**src/rtl/irq_bank_pkg.sv**
```systemverilog
package irq_bank_pkg;

  localparam int NUM_EVT = 12;
  localparam int ADDR_W  = 8;

  // bit positions of the event sources
  localparam int B_RXUF  = 0;
  localparam int B_RXOF  = 1;
  localparam int B_RXLVL = 2;
  localparam int B_TXOF  = 3;
  localparam int B_TXLVL = 4;
  localparam int B_RDREQ = 5;
  localparam int B_ABORT = 6;
  localparam int B_RXEND = 7;
  localparam int B_BUSACT = 8;
  localparam int B_STOP  = 9;
  localparam int B_START = 10;
  localparam int B_GCALL = 11;

  // level-type bits follow their source and have no clear address
  localparam logic [NUM_EVT-1:0] LEVEL_MASK =
      NUM_EVT'((1 << B_RXLVL) | (1 << B_TXLVL));

  localparam logic [ADDR_W-1:0] OFF_MASKED  = 8'h2c;
  localparam logic [ADDR_W-1:0] OFF_MASK    = 8'h30;
  localparam logic [ADDR_W-1:0] OFF_RAW     = 8'h34;
  localparam logic [ADDR_W-1:0] OFF_CLR_ALL = 8'h40;
  localparam logic [ADDR_W-1:0] OFF_CLR_BASE = 8'h44;
  localparam logic [ADDR_W-1:0] OFF_CAUSE   = 8'h80;

  // clear address of bit idx: one word per sticky bit below it
  function automatic logic [ADDR_W-1:0] clr_offset(input int idx);
    int k;
    k = 0;
    for (int j = 0; j < NUM_EVT; j++) begin
      if (j < idx && !LEVEL_MASK[j]) k++;
    end
    return OFF_CLR_BASE + ADDR_W'(4 * k);
  endfunction

endpackage

```
**src/rtl/irq_reg_decode.sv**
```systemverilog
module irq_reg_decode
  import irq_bank_pkg::*;
#(
  parameter int DATA_W  = 32,
  parameter int CAUSE_W = 16
) (
  input  logic                rd_en,
  input  logic                wr_en,
  input  logic [ADDR_W-1:0]   addr,
  input  logic [NUM_EVT-1:0]  raw_q,
  input  logic [NUM_EVT-1:0]  mask_q,
  input  logic [CAUSE_W-1:0]  cause_q,
  output logic [NUM_EVT-1:0]  clr_vec,
  output logic                mask_we,
  output logic [DATA_W-1:0]   rdata
);

  logic [NUM_EVT-1:0] bit_hit;
  logic               all_hit;

  // one comparator per sticky bit; level bits never decode
  for (genvar i = 0; i < NUM_EVT; i++) begin : g_hit
    if (LEVEL_MASK[i]) begin : g_level
      assign bit_hit[i] = 1'b0;
    end else begin : g_sticky
      assign bit_hit[i] = (addr == clr_offset(i));
    end
  end

  assign all_hit = (addr == OFF_CLR_ALL);
  assign mask_we = wr_en && (addr == OFF_MASK);
  assign clr_vec = rd_en ? (bit_hit | ({NUM_EVT{all_hit}} & ~LEVEL_MASK))
                         : '0;

  always_comb begin
    rdata = '0;
    if (addr == OFF_MASKED) begin
      rdata[NUM_EVT-1:0] = raw_q & mask_q;
    end else if (addr == OFF_MASK) begin
      rdata[NUM_EVT-1:0] = mask_q;
    end else if (addr == OFF_RAW) begin
      rdata[NUM_EVT-1:0] = raw_q;
    end else if (addr == OFF_CAUSE) begin
      rdata[CAUSE_W-1:0] = cause_q;
    end else if (all_hit) begin
      rdata[0] = |(raw_q & ~LEVEL_MASK);
    end else if (|bit_hit) begin
      rdata[0] = |(bit_hit & raw_q);
    end
  end

endmodule

```
**src/rtl/irq_status_bits.sv**
```systemverilog
module irq_status_bits
  import irq_bank_pkg::*;
(
  input  logic               clk,
  input  logic               rst_n,
  input  logic [NUM_EVT-1:0] src_evt,
  input  logic [NUM_EVT-1:0] clr_vec,
  output logic [NUM_EVT-1:0] raw_d,
  output logic [NUM_EVT-1:0] raw_q
);

  for (genvar i = 0; i < NUM_EVT; i++) begin : g_bit
    if (LEVEL_MASK[i]) begin : g_level
      assign raw_d[i] = src_evt[i];


      level_follow_chk: assert property (@(posedge clk) disable iff (!rst_n)
        rst_n |=> raw_q[i] == $past(src_evt[i]));


      level_noclr_chk: assert property (@(posedge clk) disable iff (!rst_n)
        !clr_vec[i]);
    end else begin : g_sticky
      // a pulse in the clearing cycle wins, so no event is dropped
      assign raw_d[i] = (raw_q[i] & ~clr_vec[i]) | src_evt[i];


      evt_wins_chk: assert property (@(posedge clk) disable iff (!rst_n)
        src_evt[i] |=> raw_q[i]);


      clr_drops_chk: assert property (@(posedge clk) disable iff (!rst_n)
        clr_vec[i] && !src_evt[i] |=> !raw_q[i]);


      sticky_hold_chk: assert property (@(posedge clk) disable iff (!rst_n)
        raw_q[i] && !clr_vec[i] |=> raw_q[i]);
    end
  end

  always_ff @(posedge clk) begin
    if (!rst_n) raw_q <= '0;
    else        raw_q <= raw_d;
  end

endmodule

```
**src/rtl/irq_abort_cause.sv**
```systemverilog
module irq_abort_cause #(
  parameter int CAUSE_W = 16
) (
  input  logic               clk,
  input  logic               rst_n,
  input  logic               abort_evt,
  input  logic               abort_clr,
  input  logic [CAUSE_W-1:0] cause_in,
  output logic [CAUSE_W-1:0] cause_q
);

  logic [CAUSE_W-1:0] kept;
  logic [CAUSE_W-1:0] fresh;

  assign kept  = abort_clr ? '0 : cause_q;
  assign fresh = abort_evt ? cause_in : '0;

  always_ff @(posedge clk) begin
    if (!rst_n) cause_q <= '0;
    else        cause_q <= kept | fresh;
  end


  cause_hold_chk: assert property (@(posedge clk) disable iff (!rst_n)
    !abort_clr && !abort_evt |=> $stable(cause_q));


  cause_wipe_chk: assert property (@(posedge clk) disable iff (!rst_n)
    abort_clr && !abort_evt |=> cause_q == '0);

endmodule

```
**src/rtl/irq_status_bank.sv**
```systemverilog
module irq_status_bank
  import irq_bank_pkg::*;
#(
  parameter int CAUSE_W = 16,
  parameter int DATA_W  = 32
) (
  input  logic               clk,
  input  logic               rst_n,
  input  logic [NUM_EVT-1:0] src_evt,
  input  logic [CAUSE_W-1:0] abort_cause_in,
  input  logic               reg_rd_en,
  input  logic               reg_wr_en,
  input  logic [ADDR_W-1:0]  reg_addr,
  input  logic [DATA_W-1:0]  reg_wdata,
  output logic [DATA_W-1:0]  reg_rdata,
  output logic               irq
);

  logic [NUM_EVT-1:0] raw_d;
  logic [NUM_EVT-1:0] raw_q;
  logic [NUM_EVT-1:0] mask_d;
  logic [NUM_EVT-1:0] mask_q;
  logic [NUM_EVT-1:0] clr_vec;
  logic [CAUSE_W-1:0] cause_q;
  logic               mask_we;
  logic               irq_q;
  logic               unused_wdata_hi;

  assign unused_wdata_hi = ^reg_wdata[DATA_W-1:NUM_EVT];

  irq_reg_decode #(.DATA_W(DATA_W), .CAUSE_W(CAUSE_W)) u_decode (
    .rd_en   (reg_rd_en),
    .wr_en   (reg_wr_en),
    .addr    (reg_addr),
    .raw_q   (raw_q),
    .mask_q  (mask_q),
    .cause_q (cause_q),
    .clr_vec (clr_vec),
    .mask_we (mask_we),
    .rdata   (reg_rdata)
  );

  irq_status_bits u_bits (
    .clk     (clk),
    .rst_n   (rst_n),
    .src_evt (src_evt),
    .clr_vec (clr_vec),
    .raw_d   (raw_d),
    .raw_q   (raw_q)
  );

  irq_abort_cause #(.CAUSE_W(CAUSE_W)) u_cause (
    .clk       (clk),
    .rst_n     (rst_n),
    .abort_evt (src_evt[B_ABORT]),
    .abort_clr (clr_vec[B_ABORT]),
    .cause_in  (abort_cause_in),
    .cause_q   (cause_q)
  );

  assign mask_d = mask_we ? reg_wdata[NUM_EVT-1:0] : mask_q;

  // irq is built from next-state values so it lines up with the status
  always_ff @(posedge clk) begin
    if (!rst_n) begin
      mask_q <= '0;
      irq_q  <= 1'b0;
    end else begin
      mask_q <= mask_d;
      irq_q  <= |(raw_d & mask_d);
    end
  end

  assign irq = irq_q;


  irq_match_chk: assert property (@(posedge clk) disable iff (!rst_n)
    irq_q == |(raw_q & mask_q));


  mask_load_chk: assert property (@(posedge clk) disable iff (!rst_n)
    reg_wr_en && reg_addr == OFF_MASK |=> mask_q == $past(reg_wdata[NUM_EVT-1:0]));


  mask_keep_chk: assert property (@(posedge clk) disable iff (!rst_n)
    !(reg_wr_en && reg_addr == OFF_MASK) |=> $stable(mask_q));

endmodule

```
**config.mk**
```make
export PLATFORM = sky130hd
export DESIGN_NAME = irq_status_bank
export DESIGN_NICKNAME = d
export VERILOG_FILES = /design/src/rtl/irq_bank_pkg.sv /design/src/rtl/irq_reg_decode.sv /design/src/rtl/irq_status_bits.sv /design/src/rtl/irq_abort_cause.sv /design/src/rtl/irq_status_bank.sv
export SDC_FILE = /design/constraint.sdc
export NUM_CORES = 1
export LEC_CHECK = 0
export CORE_MARGIN = 1
export CORE_UTILIZATION = 43
export CTS_CLUSTER_DIAMETER = 60
export DETAILED_ROUTE_END_ITERATION = 8
export DONT_BUFFER_PORTS = 1
export MAX_ROUTING_LAYER = met4
export PLACE_DENSITY = 0.65
export SKIP_CTS_REPAIR_TIMING = 1
export SLEW_MARGIN = 20
export SYNTH_ARGS = -nofsm -noshare
export SYNTH_HDL_FRONTEND = slang
export SYNTH_SLANG_ARGS = --single-unit
export TNS_END_PERCENT = 50
```
**constraint.sdc**
```tcl
create_clock -name clk -period 1.88 [get_ports clk]
set_clock_uncertainty 0.1 [all_clocks]
set_input_delay 0.094 -clock clk [delete_from_list [all_inputs] [get_ports clk]]
set_output_delay 0.094 -clock clk [all_outputs]
set_load 0.01 [all_outputs]
```
Yosys cells after proc, flatten, opt, wreduce, memory -nomap -nowiden
Index checks and enable logic that the tools add are counted.
{"block": "word_totals", "reg_bits": 41}
{"block": "classes", "eq_ne": 15, "mux": 14, "bitwise_logic": 35, "n_reduce_logical": 5}
{"cell": "$eq A8 B7 Y1 const B", "count": 11}
{"cell": "$mux W12", "count": 5}
{"cell": "$and A12 B12 Y12", "count": 3}
{"cell": "$mux W16", "count": 2}
{"cell": "$eq A8 B6 Y1 const B", "count": 3}
{"cell": "$reduce_or A12 Y1", "count": 2}
{"cell": "$reduce_or A10 Y1", "count": 2}
{"cell": "$or A16 B16 Y16", "count": 1}
{"cell": "$mux W15", "count": 1}
{"cell": "$mux W4", "count": 3}
{"cell": "$or A12 B12 Y12", "count": 1}
{"cell": "$and A1 B1 Y1", "count": 10}
{"cell": "$not A1 Y1", "count": 10}
{"cell": "$or A1 B1 Y1", "count": 10}
{"cell": "$eq A8 B8 Y1 const B", "count": 1}
{"cell": "$mux W1", "count": 3}
{"cell": "$logic_and A1 B1 Y1", "count": 1}

Longest topological paths before layout
Gate-level depths: netlist (run 1).
{"block": "depth", "word_depth": 9, "ltp_mapped": 8}

Cells and area by module
Synthesis (run 1) repeated with hierarchy kept, for this count alone.
{"block": "unflattened", "hier_cells": 312, "area_unflattened_um2": 2726.4}
{"module": "irq_reg_decode", "n_inst": 1, "cells_each": 137, "area_each_um2": 849.6, "seq_area_each_um2": 0.0}
{"module": "irq_abort_cause", "n_inst": 1, "cells_each": 68, "area_each_um2": 748.2, "seq_area_each_um2": 320.3}
{"module": "irq_status_bank", "n_inst": 1, "cells_each": 60, "area_each_um2": 574.3, "seq_area_each_um2": 260.2}
{"module": "irq_status_bits", "n_inst": 1, "cells_each": 47, "area_each_um2": 554.3, "seq_area_each_um2": 240.2}

Least setup slack after synthesis (run 1)
No wires, ideal clock.
{"block": "synth_timing", "path_kind": "in2reg", "startpoint": "in reg_addr[2]", "endpoint": "reg irq_q, in the netlist irq", "setup_time_ns": 0.125, "arrival_time_ns": 1.627, "setup_slack_ns": 0.028, "path_stages": 7, "n_path_buf": 1, "path_cell_list": "buf_6 > nor3_2 > or4b_1 > a21oi_2 > a2bb2oi_2 > o221ai_2 > o41a_1"}
{"block": "synth_via", "elab_chain_len": 8, "word_cells_on_any_way": 48, "cone_classes": "12 x eq/ne; 2 x mux; 32 x bitwise; 2 x reduce/logical"}
{"element": "start: declaration", "line_no": "irq_status_bank.sv:13", "rtl": "input logic [ADDR_W-1:0] reg_addr,"}
{"element": "$eq A8 B7 Y1, on equally long branches", "line_no": "irq_reg_decode.sv:26, irq_reg_decode.sv:30"}
{"element": "$or A12 B12 Y12", "line_no": "irq_reg_decode.sv:32", "rtl": "assign clr_vec = rd_en ? (bit_hit | ({NUM_EVT{all_hit}} & ~LEVEL_MASK))"}
{"element": "$mux W12", "line_no": "irq_reg_decode.sv:32"}
{"element": "$not A1 Y1", "line_no": "irq_status_bits.sv:25", "rtl": "assign raw_d[i] = (raw_q[i] & ~clr_vec[i]) | src_evt[i];"}
{"element": "$and A1 B1 Y1", "line_no": "irq_status_bits.sv:25"}
{"element": "$or A1 B1 Y1", "line_no": "irq_status_bits.sv:25"}
{"element": "$and A12 B12 Y12 (*)", "line_no": "irq_status_bank.sv:70", "rtl": "irq_q <= |(raw_d & mask_d);"}
{"element": "$reduce_or A12 Y1 (*)", "line_no": "irq_status_bank.sv:70"}
{"element": "end signal: assignment", "line_no": "irq_status_bank.sv:70"}
{"element": "end: declaration", "line_no": "irq_status_bank.sv:26", "rtl": "logic irq_q;"}
Mark *: on every way between the ends. The rest lies on a longest branch, timed or not.
A chain may end at the register's enable or synchronous reset.

Worst setup path after layout (run 1)
{"block": "layout_timing", "startpoint": "reg u_bits.raw_q[3]", "endpoint": "out reg_rdata[0]"}
{"block": "layout_via", "elab_chain_len": 8, "word_cells_on_any_way": 9, "cone_classes": "6 x mux; 1 x bitwise; 2 x reduce/logical"}
{"element": "start: declaration", "line_no": "irq_status_bits.sv:9", "rtl": "output logic [NUM_EVT-1:0] raw_q"}
{"element": "start signal: assignment", "line_no": "irq_status_bits.sv:43", "rtl": "else raw_q <= raw_d;"}
{"element": "$and A12 B12 Y12", "line_no": "irq_reg_decode.sv:48", "rtl": "rdata[0] = |(bit_hit & raw_q);"}
{"element": "$reduce_or A12 Y1", "line_no": "irq_reg_decode.sv:48"}
{"element": "$mux W1", "line_no": "irq_reg_decode.sv:47", "rtl": "end else if (|bit_hit) begin"}
{"element": "$mux W1 (*)", "line_no": "irq_reg_decode.sv:45", "rtl": "end else if (all_hit) begin"}
{"element": "$mux W1 (*)", "line_no": "irq_reg_decode.sv:43", "rtl": "end else if (addr == OFF_CAUSE) begin"}
{"element": "$mux W12 (*)", "line_no": "irq_reg_decode.sv:41", "rtl": "end else if (addr == OFF_RAW) begin"}
{"element": "$mux W12 (*)", "line_no": "irq_reg_decode.sv:39", "rtl": "end else if (addr == OFF_MASK) begin"}
{"element": "$mux W12 (*)", "line_no": "irq_reg_decode.sv:37", "rtl": "if (addr == OFF_MASKED) begin"}
{"element": "end: declaration", "line_no": "irq_status_bank.sv:15", "rtl": "output logic [DATA_W-1:0] reg_rdata,"}
Marks and branches as above.

==> key figures, run 1 <==
Finish
  • Most common cell after layout, fill and taps aside: dlygate4sd3_1
  • Fraction of layout cells with a size suffix above 1: 15.1%
  • Net count, final: 409
  • P&R area growth vs syn: 32.1%
  • Most frequent cells in the layout: 43 x dlygate4sd3_1, 40 x dfxtp_1, 36 x nor2b_1
  • Non-filler instance count after layout: 408
  • N_diodes: 0

Setup path
  • Req. time, crit path: 1.69 ns
  • CP Cell Sequence: nor4_2 > a311oi_2 > a31o_2 > a2111oi_4 > o22a_1 > o22ai_2
  • R2r worst-path depth: 5
  • Slowest stage delay, CP: 0.33 ns
  • Startpoint class of the critical path: flip-flop
  • Top fanout value on the critical path: 2
  • Critical Path End Type: output pin
  • Slowest stage cell, crit path: dfxtp_1
  • Kind of critical path: flip-flop to output pin
  • Arr. time, crit path: 1.86 ns

Floorplanning
  • Ports: 105
  • Die area: 5740 um2
  • Die height: 75.8 um
  • Core footprint: 5170 um2
  • Chip Width: 75.8 um
  • Rows: 26
  • Effective utilization at floorplan: 45.3%

CTS
  • CTS Root Cell: clkbuf_8
  • Num CTS Buffers: 5
  • Worst skew pair latency: 0.29 ns
  • Clk slew on worst S/H paths: 0.07 ns
  • Max Root-Sink Buffers: 2
  • CTS tree: done
  • Clk sinks: 41
  • Max H-tree Level: 2

Synth
  • Yosys warning count: 0
  • Cells after Synth: 279
  • Yosys top cell area share: 35.1%
  • Post-synth EDFFs: 0
  • Top cells by area, synth: dfxtp_1 35%, nor2b_1 9.6%, a22oi_1 5.5%
  • Avg Inst Size Synth: 8.39 um2
  • Flop and latch count out of synthesis: 41
  • Area leader, netlist: dfxtp_1
  • Top_reg_cell synth: dfxtp_1
  • Post-synth ARST share: 0%
  • Count of different cell masters after synthesis: 47
  • Synthesized cell area: 2340 um2
  • Seq/Total Area, Yosys: 35.1%

Detailed routing
  • Initial DRC Count: 107
  • Drc violations: 0
  • DR vias/cell: 5.31
  • DRT Pass-1 Iters: 5
  • Antenna viol nets, final: 0
  • Routed WL: 6.73 mm
  • Routed via count: 2165
  • Wire per inst: 16.5 um

Placement
  • Dpl cells: 356
  • Dpl hpwl: 4.46 mm
  • DP Worst Slack: -0.0414 ns
  • PortBufs: 0
  • Final Wtd Congestion: 0.854

Global routing
  • Grt ovf: 0
  • Largest net degree at the start of global routing: 42
  • First-pass GRT wire length: 9.00 mm
  • All-Layer GR Usage: 22.2%
  • Vias in the first global route: 1870
  • Initial antenna violation count: 0

Timing
  • Fin crit period: 2.05 ns
  • Final setup vio count: 1
  • Pins Over Slew Limit: 0
  • Final Hold Viols: 0
  • RSZ-0062 raised after global routing: true
  • Rel. slew slack: 58.6%
  • Worst Slack Setup Final: -0.174 ns
  • Ratio of final minimum period to clock period: 109%
  • F_max: 0.487 GHz
  • Worst Max-Slew Pin Slew: 0.619 ns

Outcome
  • Failing checks: setup timing
  • Status: finished with violations

Power and ir drop
  • Leakage dissipation: 1.26 nW
  • Pwr Density: 576 nW/um2
  • VDD IR-drop max: 509 uV
  • Total power: 1.78 mW

Min path
  • Hold Path Depth: 2
  • Hold crit path type: input port to flip-flop

Flow run
  • # Max-Cap Violations: 0
## synth_stat cells, types with 4 or more instances
cell type / number
mux2i_1: 12
o21ai_0: 16
nor2_1: 18
clkbuf_1: 14
nand2_1: 18
nor3b_1: 4
nor2b_1: 36
a21oi_1: 22
buf_4: 16
nand3_1: 4
and2_1: 9
xnor2_1: 4
a22oi_1: 17
dfxtp_1: 41
## per-layer routing
| layer | share of wire, % | global-route usage (%) |
|---|---|---|
| met1 | 45 | 28.4 |
| met2 | 48 | 35.0 |
| met3 | 6.1 | 5.03 |
| met4 | 0.67 | 6.38 |
| met5 | 0 | - |
## through the flow
stage	utilization [%]	setup TNS (ns)	hold slack, ns	cell area (um2)
after floorplan	-	0	0.116	2400
after global routing	59.8	-0.271	0.0135	3090
after global placement	48.4	-0.0301	0.118	2500
after detailed placement	48.4	-0.0414	0.120	2500
final	59.8	-0.174	0.00500	3090
after CTS	50.0	-0.381	-0.190	2580
## worst paths after layout
check | from | to | slack, ns
setup / recovery | u_bits.raw_q[3] | reg_rdata[0] | -0.17
hold / removal | rst_n | irq | 0.005
setup reg to reg | u_bits.raw_q[8] | irq | 0.36
hold reg to reg | u_cause.cause_q[15] | u_cause.cause_q[15] | 0.42
## final cells by class
type / instances / area [um2]
inverter: 2 / 7.51
timing repair buffer: 70 / 671
fill: 475 / 2080
tap: 70 / 87.6
multi-input combinational: 217 / 1420
clock buffer: 8 / 80.1
sequential: 41 / 822
## cell families after synthesis
family	share of synthesized area [%]
other	0.160
multiplexers	5.77
AND/OR/NAND/NOR	28.0
XOR/XNOR	1.50
buffers and inverters	9.09
flip-flops	35.1
AO/OA/AOI/OAI	20.4
## report_power, final
| group | switching, mW | internal, mW |
|---|---|---|
| clock network | 0.297 | 0.264 |
| logic | 0.117 | 0.164 |
| registers | 0.0282 | 0.910 |
| total | 0.441 | 1.34 |
## flip-flops by register name, summed over array words and instances, names as in the netlist
name	cells
irq	1
u_cause.cause_q	16
u_bits.raw_q	12
mask_q	12
## critical path, delay by kind of cell, from the launching register on
| family | cells | cell delay [ns] |
|---|---|---|
| AOI/OAI and AO/OA | 5 | 0.96 |
| DFF | 1 | 0.33 |
| and+or+nand+nor | 1 | 0.29 |
(Power assumes the default switching activity.)
==> run 2, diff against run 1 <==
--- a/config.mk
+++ b/config.mk
@@ -16,5 +16,6 @@
 export SLEW_MARGIN = 20
 export SYNTH_ARGS = -nofsm -noshare
 export SYNTH_HDL_FRONTEND = slang
+export SYNTH_HIERARCHICAL = 1
 export SYNTH_SLANG_ARGS = --single-unit
 export TNS_END_PERCENT = 50
==> key figures, run 2 <==
Finish
  • Design area: 3310 um2 (+7.0%)
  • Non-filler instance count after layout: 430 (+5.4%)
  • N_diodes: 0 (unchanged)
  • Fin util: 55.2% (-4.6 points)
  • Most flops, register: u_cause/cause_q
  • Max reg flops: 16 (unchanged)
  • Fraction of layout cells with a size suffix above 1: 16.9% (+1.8 points)
  • Most common cell after layout, fill and taps aside: dlygate4sd3_1
  • Top flop regs: u_cause/cause_q: 16 flops, mask_q: 12 flops, u_bits/raw_q: 12 flops
  • Most frequent cells in the layout: 46 x dlygate4sd3_1, 40 x dfxtp_1, 22 x nand2_1
  • Net count, final: 426 (+4.2%)
  • P&R area growth vs syn: 22.0%

Synth
  • Cells after Synth: 310 (+11%)
  • Yosys warning count: 6 (+6)
  • Avg Inst Size Synth: 8.75 um2 (+4.2%)
  • Synthesized cell area: 2710 um2 (+16%)

Timing
  • RSZ-0062 raised after global routing: false
  • F_max: 0.562 GHz (+15%)
  • Setup tns final: 0 ns (+0.174 ns)
  • Final setup vio count: 0 (-1)
  • Worst Max-Slew Pin Slew: 0.603 ns (-0.0167 ns)
  • Final Hold Viols: 2 (+2)
  • Rel. slew slack: 59.7% (+1.1 points)
  • Pins Over Slew Limit: 0 (unchanged)
  • Min Hold Slack: -0.00124 ns (-0.00624 ns)
  • Fin crit period: 1.78 ns (-0.273 ns)
  • Worst Slack Setup Final: 0.0994 ns (+0.273 ns)
  • Ratio of final minimum period to clock period: 94.7% (-15 points)

Power and ir drop
  • Switching Share: 24.2% (-0.57 points)
  • Clk pwr share: 37.6% (+6.1 points)
  • Total power: 2.01 mW (+13%)
  • Sw Pwr: 0.488 mW (+11%)
  • Leakage dissipation: 1.30 nW (+2.9%)
  • VDD IR-drop max: 445 uV (-12%)
  • Int Power: 1.53 mW (+14%)
  • Pwr Density: 609 nW/um2 (+5.8%)
  • Comb power frac: 15.3% (-0.5 points)
  • Sequential power share: 47.2% (-5.5 points)

Setup path
  • Top fanout value on the critical path: 4 (+2)
  • Arr. time, crit path: 1.59 ns (-0.27 ns)
  • Startpoint class of the critical path: flip-flop
  • Kind of critical path: flip-flop to output pin
  • Req. time, crit path: 1.69 ns (about the same)
  • Critical Path End Type: output pin

Floorplanning
  • Ports: 105 (unchanged)
  • Effective utilization at floorplan: 45.3% (about the same)
  • Die area: 6630 um2 (+15%)
  • Die height: 81.4 um (+7.4%)
  • Chip Width: 81.4 um (+7.4%)
  • Core footprint: 5990 um2 (+16%)
  • Rows: 28 (+7.7%)

CTS
  • Num CTS Buffers: 5 (unchanged)
  • CTS tree: done
  • Worst skew pair latency: 0.30 ns (about the same)
  • CTS Root Cell: clkbuf_8
  • Clk sinks: 41 (unchanged)
  • Max Root-Sink Buffers: 2 (unchanged)
  • Max H-tree Level: 2 (unchanged)
  • Clk slew on worst S/H paths: 0.08 ns (about the same)

Outcome
  • Failing checks: hold timing
  • Status: finished with violations

Placement
  • PortBufs: 0 (unchanged)
  • Dpl cells: 375 (+5.3%)
  • DP Worst Slack: 0.0480 ns (+0.0894 ns)
  • Dpl hpwl: 4.51 mm (+1.1%)
  • Placed cell area: 2690 um2 (+7.5%)
  • Final Wtd Congestion: 0.902 (+5.7%)

Detailed routing
  • DRT Pass-1 Iters: 4 (-1)
  • Drc violations: 0 (unchanged)
  • Initial DRC Count: 95 (-11%)
  • Routed WL: 6.82 mm (+1.5%)
  • DR vias/cell: 5.22 (-1.6%)
  • Wire per inst: 15.9 um (-3.7%)
  • Antenna viol nets, final: 0 (unchanged)
  • Routed via count: 2246 (+3.7%)

Flow run
  • # Max-Cap Violations: 0 (unchanged)

Global routing
  • Largest net degree at the start of global routing: 42 (unchanged)
  • All-Layer GR Usage: 20.5% (-1.7 points)
  • Vias in the first global route: 2020 (+8.0%)
  • Initial antenna violation count: 0 (unchanged)
  • First-pass GRT wire length: 9.74 mm (+8.2%)
  • Grt ovf: 0 (unchanged)

Min path
  • Hold crit path type: input port to flip-flop
## run 2: cell count changes in the layout (fill, tap and decap cells not counted), moves of 14 or more
cell and delta:
o21ai_0 -15, buf_4 -15, nor2b_1 -24, inv_1 +14, o22ai_1 +16, a22oi_1 -17
## run 2: final cells by class
type | instances | area, um2
flip-flops and latches | 41 | 822
inverters | 16 | 60.1
repair buffers | 57 | 568
clock buffers | 6 | 82.6
well taps | 75 | 93.8
multi-input cells | 233 | 1640
fillers | 558 | 2680
clock inverters | 2 | 37.5
## run 2: worst max-delay path, cell delays in order, from the launching register on
cell,delay (ns)
dfxtp_1,0.41
nor4_2,0.07
and3_1,0.19
nor4_2,0.23
nor4_2,0.07
o211ai_1,0.31
## run 2: power groups by stage
stage               Clock [mW]  Combinational [mW]  Sequential, mW
floorplan                    0               0.242           0.958
global placement             0               0.197           0.968
detailed placement           0               0.202           0.969
CTS                      0.765               0.203           0.949
global route             0.809               0.337           0.957
finish                   0.757               0.307           0.950
## run 2: per-layer routing
| layer | wire length (um) | track usage, % | share of wire (%) |
|---|---|---|---|
| met1 | 3120 | 24.7 | 46 |
| met4 | 81 | 7.50 | 1.2 |
| met3 | 436 | 6.52 | 6.4 |
| met2 | 3180 | 31.8 | 47 |
| met5 | 0 | - | 0 |
## run 2: path summary, 6_finish.rpt
path	start	to	slack [ns]	cells after the start
min reg2reg	u_cause/cause_q[13]	u_cause/cause_q[13]	0.38	2
max reg2reg	u_bits/raw_q[3]	irq	0.44	6
max	u_bits/raw_q[5]	reg_rdata[0]	0.1	5
min	rst_n	u_bits/raw_q[8]	-0.001	2
